`config.mk`:
```
export PLATFORM = sky130hd
export DESIGN_NAME = rdport_isa_bridge
export DESIGN_NICKNAME = d
export VERILOG_FILES = /design/src/rtl/isa_brg_pkg.sv /design/src/rtl/strobe_sync.sv /design/src/rtl/cycle_seq.sv /design/src/rtl/bridge_datapath.sv /design/src/rtl/rdport_isa_bridge.sv
export SDC_FILE = /design/constraint.sdc
export NUM_CORES = 1
export LEC_CHECK = 0
export BUFFER_PORTS_ARGS = -buffer_cell sky130_fd_sc_hd__clkbuf_2
export CAP_MARGIN = 20
export CORE_MARGIN = 1
export CORE_UTILIZATION = 45
export DETAILED_ROUTE_END_ITERATION = 6
export GPL_TIMING_DRIVEN = 1
export PLACE_DENSITY = 0.76
export REMOVE_ABC_BUFFERS = 1
export SETUP_SLACK_MARGIN = 0.05
export SYNTH_ARGS = -nofsm -noshare
export SYNTH_HDL_FRONTEND = slang
export SYNTH_SLANG_ARGS = --single-unit
```
`constraint.sdc`:
```
create_clock -name clk -period 1.6 [get_ports clk]
set_input_delay 0.16 -clock clk [delete_from_list [all_inputs] [get_ports clk]]
set_output_delay 0.16 -clock clk [all_outputs]
set_load 0.02 [all_outputs]
```
`src/rtl/isa_brg_pkg.sv`:
```
package isa_brg_pkg;
  typedef enum logic [1:0] {
    SQ_IDLE  = 2'd0,
    SQ_PULSE = 2'd1,
    SQ_HOLD  = 2'd2
  } seq_state_t;

  typedef enum logic {
    OP_READ  = 1'b0,
    OP_WRITE = 1'b1
  } op_kind_t;
endpackage

```
`src/rtl/strobe_sync.sv`:
```
module strobe_sync #(
  parameter int STAGES = 2
) (
  input  logic clk,
  input  logic rst,
  input  logic async_in,
  output logic level,
  output logic rise
);
  logic [STAGES-1:0] sh_q;
  logic              last_q;

  always_ff @(posedge clk) begin
    if (rst) begin
      sh_q   <= '0;
      last_q <= 1'b0;
    end else begin
      sh_q   <= {sh_q[STAGES-2:0], async_in};
      last_q <= sh_q[STAGES-1];
    end
  end

  assign level = sh_q[STAGES-1];
  assign rise  = sh_q[STAGES-1] & ~last_q;
endmodule

```
`src/rtl/cycle_seq.sv`:
```
module cycle_seq
  import isa_brg_pkg::*;
#(
  parameter int PULSE_CLKS = 4
) (
  input  logic clk,
  input  logic rst,
  input  logic rise,
  input  logic level,
  input  logic sel_a,
  input  logic sel_b,
  output logic start,
  output logic start_wr,
  output logic finish_rd,
  output logic release_o,
  output logic per_rd,
  output logic per_wr
);
  localparam int CW = (PULSE_CLKS > 1) ? $clog2(PULSE_CLKS) : 1;
  localparam logic [CW-1:0] LAST = CW'(PULSE_CLKS - 1);

  seq_state_t    state_q;
  op_kind_t      op_q;
  logic [CW-1:0] cnt_q;
  logic          finish;

  assign start     = (state_q == SQ_IDLE) && rise && (sel_a || sel_b);
  assign start_wr  = sel_b;
  assign finish    = (state_q == SQ_PULSE) && (cnt_q == LAST);
  assign finish_rd = finish && (op_q == OP_READ);
  assign release_o = (state_q == SQ_HOLD) && !level;

  always_ff @(posedge clk) begin
    if (rst) begin
      state_q <= SQ_IDLE;
      op_q    <= OP_READ;
      cnt_q   <= '0;
      per_rd  <= 1'b0;
      per_wr  <= 1'b0;
    end else begin
      unique case (state_q)
        SQ_IDLE: begin
          if (start) begin
            state_q <= SQ_PULSE;
            cnt_q   <= '0;
            op_q    <= start_wr ? OP_WRITE : OP_READ;
            per_rd  <= !start_wr;
            per_wr  <= start_wr;
          end
        end
        SQ_PULSE: begin
          if (finish) begin
            state_q <= SQ_HOLD;
            per_rd  <= 1'b0;
            per_wr  <= 1'b0;
          end else begin
            cnt_q <= cnt_q + 1'b1;
          end
        end
        SQ_HOLD: begin
          if (!level) state_q <= SQ_IDLE;
        end
        default: state_q <= SQ_IDLE;
      endcase
    end
  end
endmodule

```
`src/rtl/bridge_datapath.sv`:
```
module bridge_datapath #(
  parameter int HOST_AW  = 14,
  parameter int PER_AW   = 10,
  parameter int DW       = 16,
  parameter int PER_BASE = 'h300,
  parameter int REG_LSB  = 9,
  parameter int REG_BITS = 5,
  parameter int DATA_LSB = 1
) (
  input  logic               clk,
  input  logic               rst,
  input  logic               mode_wide,
  input  logic [HOST_AW-1:0] host_addr,
  input  logic               start,
  input  logic               start_wr,
  input  logic               finish_rd,
  input  logic               release_i,
  input  logic [DW-1:0]      per_rdata,
  output logic [PER_AW-1:0]  per_addr,
  output logic [DW-1:0]      per_wdata,
  output logic [DW-1:0]      host_data
);
  localparam int BW = DW / 2;
  localparam logic [PER_AW-1:0] BASE_V = PER_AW'(PER_BASE);

  logic [BW-1:0]       hold_q;
  logic [BW-1:0]       addr_byte;
  logic [REG_BITS-1:0] reg_idx;
  logic                unused_addr_lsb;

  assign addr_byte       = host_addr[DATA_LSB +: BW];
  assign reg_idx         = host_addr[REG_LSB +: REG_BITS];
  assign unused_addr_lsb = host_addr[0];

  always_ff @(posedge clk) begin
    if (rst) begin
      hold_q    <= '0;
      per_addr  <= BASE_V;
      per_wdata <= '0;
      host_data <= '0;
    end else begin
      if (start) begin
        per_addr <= BASE_V | PER_AW'(reg_idx);
        if (start_wr) begin
          per_wdata <= mode_wide ? {addr_byte, hold_q} : {{BW{1'b0}}, addr_byte};
          host_data <= '0;
        end else if (mode_wide) begin
          hold_q <= addr_byte;
        end
      end
      if (finish_rd) begin
        host_data <= mode_wide ? per_rdata : {per_rdata[BW-1:0], {BW{1'b0}}};
      end else if (release_i) begin
        host_data <= '0;
      end
    end
  end
endmodule

```
`src/rtl/rdport_isa_bridge.sv`:
```
module rdport_isa_bridge #(
  parameter int HOST_AW    = 14,
  parameter int PER_AW     = 10,
  parameter int DW         = 16,
  parameter int PER_BASE   = 'h300,
  parameter int PULSE_CLKS = 4,
  parameter int SYNC_STAGES = 2
) (
  input  logic               clk,
  input  logic               rst,
  input  logic               mode_wide,
  input  logic [HOST_AW-1:0] host_addr,
  input  logic               host_rd,
  input  logic               win_a_sel,
  input  logic               win_b_sel,
  output logic [DW-1:0]      host_data,
  output logic [PER_AW-1:0]  per_addr,
  output logic [DW-1:0]      per_wdata,
  input  logic [DW-1:0]      per_rdata,
  output logic               per_rd,
  output logic               per_wr
);
  logic s_level, s_rise;
  logic start, start_wr, finish_rd, release_c;

  strobe_sync #(.STAGES(SYNC_STAGES)) u_sync (
    .clk(clk), .rst(rst), .async_in(host_rd), .level(s_level), .rise(s_rise)
  );

  cycle_seq #(.PULSE_CLKS(PULSE_CLKS)) u_seq (
    .clk(clk), .rst(rst), .rise(s_rise), .level(s_level),
    .sel_a(win_a_sel), .sel_b(win_b_sel),
    .start(start), .start_wr(start_wr), .finish_rd(finish_rd),
    .release_o(release_c), .per_rd(per_rd), .per_wr(per_wr)
  );

  bridge_datapath #(
    .HOST_AW(HOST_AW), .PER_AW(PER_AW), .DW(DW), .PER_BASE(PER_BASE)
  ) u_dp (
    .clk(clk), .rst(rst), .mode_wide(mode_wide), .host_addr(host_addr),
    .start(start), .start_wr(start_wr), .finish_rd(finish_rd),
    .release_i(release_c), .per_rdata(per_rdata),
    .per_addr(per_addr), .per_wdata(per_wdata), .host_data(host_data)
  );
endmodule

```
==> impl_metrics.csv <==
group,metric,value,unit
cts,clockBufferDepth,2,
die,die_x,75.1,um
route,drc,0,
worst_setup_path,crit_path_max_fanout,17,
worst_setup_path,ff2ff_setup_slack,140,ps
route,vias_per_cell,5.49,
cts,h-tree-depth,2,
route,drt_iter0_markers,228,
synth,synthArstFlopShare,0,%
synth,synth_top_area_share,45.8,%
worst_setup_path,worstRegToRegCells,4,
min_path,hold_path_startpoint,"host_rd",
finish,fillers,484,
sta,hold_violations,0,
sta,fin_crit_sh,91.1,%
status,outcome,"finished, final reports clean",
worst_setup_path,rr_endpoint,"u_dp.per_wdata[6]$_SDFFE_PP0P_",
global_route,antenna_found_initial,0,
sta,tns,0,ps
worst_setup_path,r2r-start,"u_seq.state_q[1]$_SDFFE_PP0P_",
sta,max_clock_freq,686,MHz
route,via_count,2181,
die,core,0.00514,mm^2
worst_setup_path,critPathLaunchType,"flop",
sta,worstMarginPinSlew,555,ps
worst_setup_path,critPathKind,"flop to flop",
cts,clock_sinks,55,
synth,postSynthCellCount,261,
finish,area_growth,22.8,%
finish,antenna_cells,0,
synth,seq_area_frac_synth,45.8,%
route,first_pass_iters,4,
route,wl_per_cell,13.8,um
min_path,hp-class,"primary input to flop",
synth,synth.distinct_cells,29,
placement,gp_congestion,0.748,
sta,finClkSkew,7.05,ps
synth,ys.flop_type,"dfxtp_1",
worst_setup_path,worstPathRequired,1790,ps
die,pin_count,80,
cts,cts_buffers,5,
die,fp-row-count,26,
placement,numPortBuffers,73,
die,die-height,75.1,um
worst_setup_path,worst-path-buf-inv,1,
pwr,powerDensity,829,mW/mm^2
global_route,grt_pass1_wl,8.85,mm
route,ant_nets,0,
min_path,whs_path_depth,2,
global_route,grt_max_degree,40,
sta,setup_violations,0,
global_route,grt_pass1_vias,1996,
worst_setup_path,crit_arrival,1650,ps
flow_run,drv_cap,0,
route,wl_met1,2.48,mm
synth,synth.area.top_cells,"dfxtp_1 (46%), a21oi_1 (7.7%), mux2i_1 (6.7%)",
cts,hold_buffers,0,
finish,drive_gt1_share,30.0,%
route,top_layer,"met4",
synth,synth_area_leader_cell,"dfxtp_1",
die,start_util,46.7,%
min_path,holdPathEnd,"u_sync.sh_q[0]$_SDFF_PP0_",
finish,multiInputGateArea,0.00115,mm^2
cts,clk_pin_slew,100,ps
synth,synth_seq_cells,55,
global_route,gr-total-overflow,0,
pwr,total_power,2.45,mW
synth,ys_warn_count,0,
sta,rsz0062_at_grt,"no",
global_route,track_usage,20.4,%
pwr,worst_ir_drop_vdd,391,uV
synth,syn-cell-area,0.00240,mm^2
cts,cts_tree,"done",
die,dieArea,0.00563,mm^2
sta,slew_headroom,63.0,%
cts,post_cts_buffers,0,
sta,fin_crit,1460,ps
cts,cts-root-buf,"clkbuf_8",
sta,slew_violations,0,
synth,avgSynthCellArea,9.20,um^2
placement,place_hpwl,3.77,mm
route,wl,5.47,mm
finish,seqCellArea,0.00110,mm^2
pwr,leakage,1.18,nW
cts,clkLatencyLatePin,310,ps
synth,synth_common_cells,"dfxtp_1 (55), a21oi_1 (37), o21ai_1 (22)",
worst_setup_path,slowest_stage,"or4b_4",
worst_setup_path,cp_top_family,"simple AND/OR/NAND/NOR gates",
worst_setup_path,end_kind,"flop",
worst_setup_path,crit_chain,"or4b_4, buf_8, nor2_4, a211oi_1",
synth,synth_edf_count,0,
route,wl_met3,366,um
finish,final_nets,363,
route,wl_met2,2.59,mm
synth,yosys.cell_count.top_type,"dfxtp_1",
worst_setup_path,slowest_delay,550,ps
[flip-flops by register name, indices dropped and copies added (netlist names)]
signal,cells
u_seq.per_wr,1
u_seq.per_rd,1
u_seq.op_q,1
u_dp.host_data,16
u_dp.hold_q,8
u_seq.cnt_q,2
u_dp.per_wdata,16
u_dp.per_addr,5
u_sync.last_q,1
u_sync.sh_q,2
u_seq.state_q,2
[routing by layer]
layer	up-vias	track usage, %
met1	1006	24.0
li1	1090	-
met5	-	0
met2	83	35.5
met3	2	5.62
met4	0	7.55
[power breakdown]
part | leakage, nW | total, mW | switching, mW | internal [mW]
registers | 0.445 | 1.40 | 0.0110 | 1.39
logic | 0.693 | 0.293 | 0.174 | 0.119
clock network | 0.0412 | 0.754 | 0.446 | 0.307
[cells by family (layout without fill, tap and decap cells)]
| kind of cell | count (synthesis) | in the layout | synth area share [%] |
|---|---|---|---|
| AOI/OAI and AO/OA | 87 | 87 | 21.9 |
| and+or+nand+nor | 66 | 66 | 17.7 |
| DFF | 55 | 55 | 45.8 |
| buffers and inverters | 34 | 97 | 7.14 |
| muxes | 16 | 16 | 6.67 |
| other | 2 | 5 | 0.313 |
| adders and majority gates | 1 | 1 | 0.521 |
[final cells by class]
cell class / instances / area share, %
multi-input cells: 175 / 39.1
clock inverters: 2 / 0.424
well taps: 70 / 2.97
clock buffers: 6 / 2.46
inverters: 2 / 0.254
flip-flops and latches: 55 / 37.3
repair buffers: 87 / 17.5
[cell usage in the layout (no fill, tap or decap), drive strengths merged]
| master | count |
|---|---|
| mux2i | 16 |
| o21ai | 22 |
| nand4bb | 2 |
| buf | 14 |
| nand3b | 19 |
| a211oi | 8 |
| ha | 1 |
| nand4 | 8 |
| nor4b | 1 |
| dfxtp | 55 |
| a21oi | 37 |
| clkbuf | 79 |
| nand3 | 14 |
| nor2b | 3 |
| inv | 2 |
| clkinvlp | 1 |
| or3b | 1 |
| nand2 | 10 |
| o32ai | 16 |
| and3b | 1 |
| conb | 5 |
| nand2b | 1 |
| or4b | 1 |
| nor2 | 2 |
| or2 | 3 |
| o211ai | 4 |
| clkinv | 1 |
[per-stage QoR]
stage / instances / instance area [um^2] / utilization, % / setup WS, ps / hold WS (ps)
after global placement: 389 / 2850 / 55.5 / 157 / 386
after global routing: 397 / 2950 / 57.4 / 64.9 / 67.4
after floorplan: 232 / 2250 / - / -650 / 229
after detailed placement: 389 / 2850 / 55.5 / 129 / 386
after CTS: 397 / 2940 / 57.2 / 103 / 62.4
final: 397 / 2950 / 57.4 / 142 / 63.3
[worst max-delay path by stage]
stage,cells past startpoint,from,end,slack [ps]
floorplan,3,u_seq.state_q[1]$_SDFFE_PP0P_,u_dp.per_wdata[0]$_SDFFE_PP0P_,-650
finish,4,u_seq.state_q[1]$_SDFFE_PP0P_,u_dp.per_wdata[6]$_SDFFE_PP0P_,140
CTS,4,u_seq.state_q[1]$_SDFFE_PP0P_,u_dp.per_wdata[6]$_SDFFE_PP0P_,100
global route,4,u_seq.state_q[1]$_SDFFE_PP0P_,u_dp.per_wdata[3]$_SDFFE_PP0P_,60
global placement,4,u_seq.state_q[1]$_SDFFE_PP0P_,u_dp.per_wdata[6]$_SDFFE_PP0P_,160
detailed placement,4,u_seq.state_q[1]$_SDFFE_PP0P_,u_dp.per_wdata[6]$_SDFFE_PP0P_,130
[timing repair]
| action | CTS | global route |
|---|---|---|
| endpoints found under the hold margin | 0 | 0 |
| endpoints found under the setup margin | 0 | 8 |
| gates resized for setup | 0 | 3 |
(Power assumes the default switching activity.)
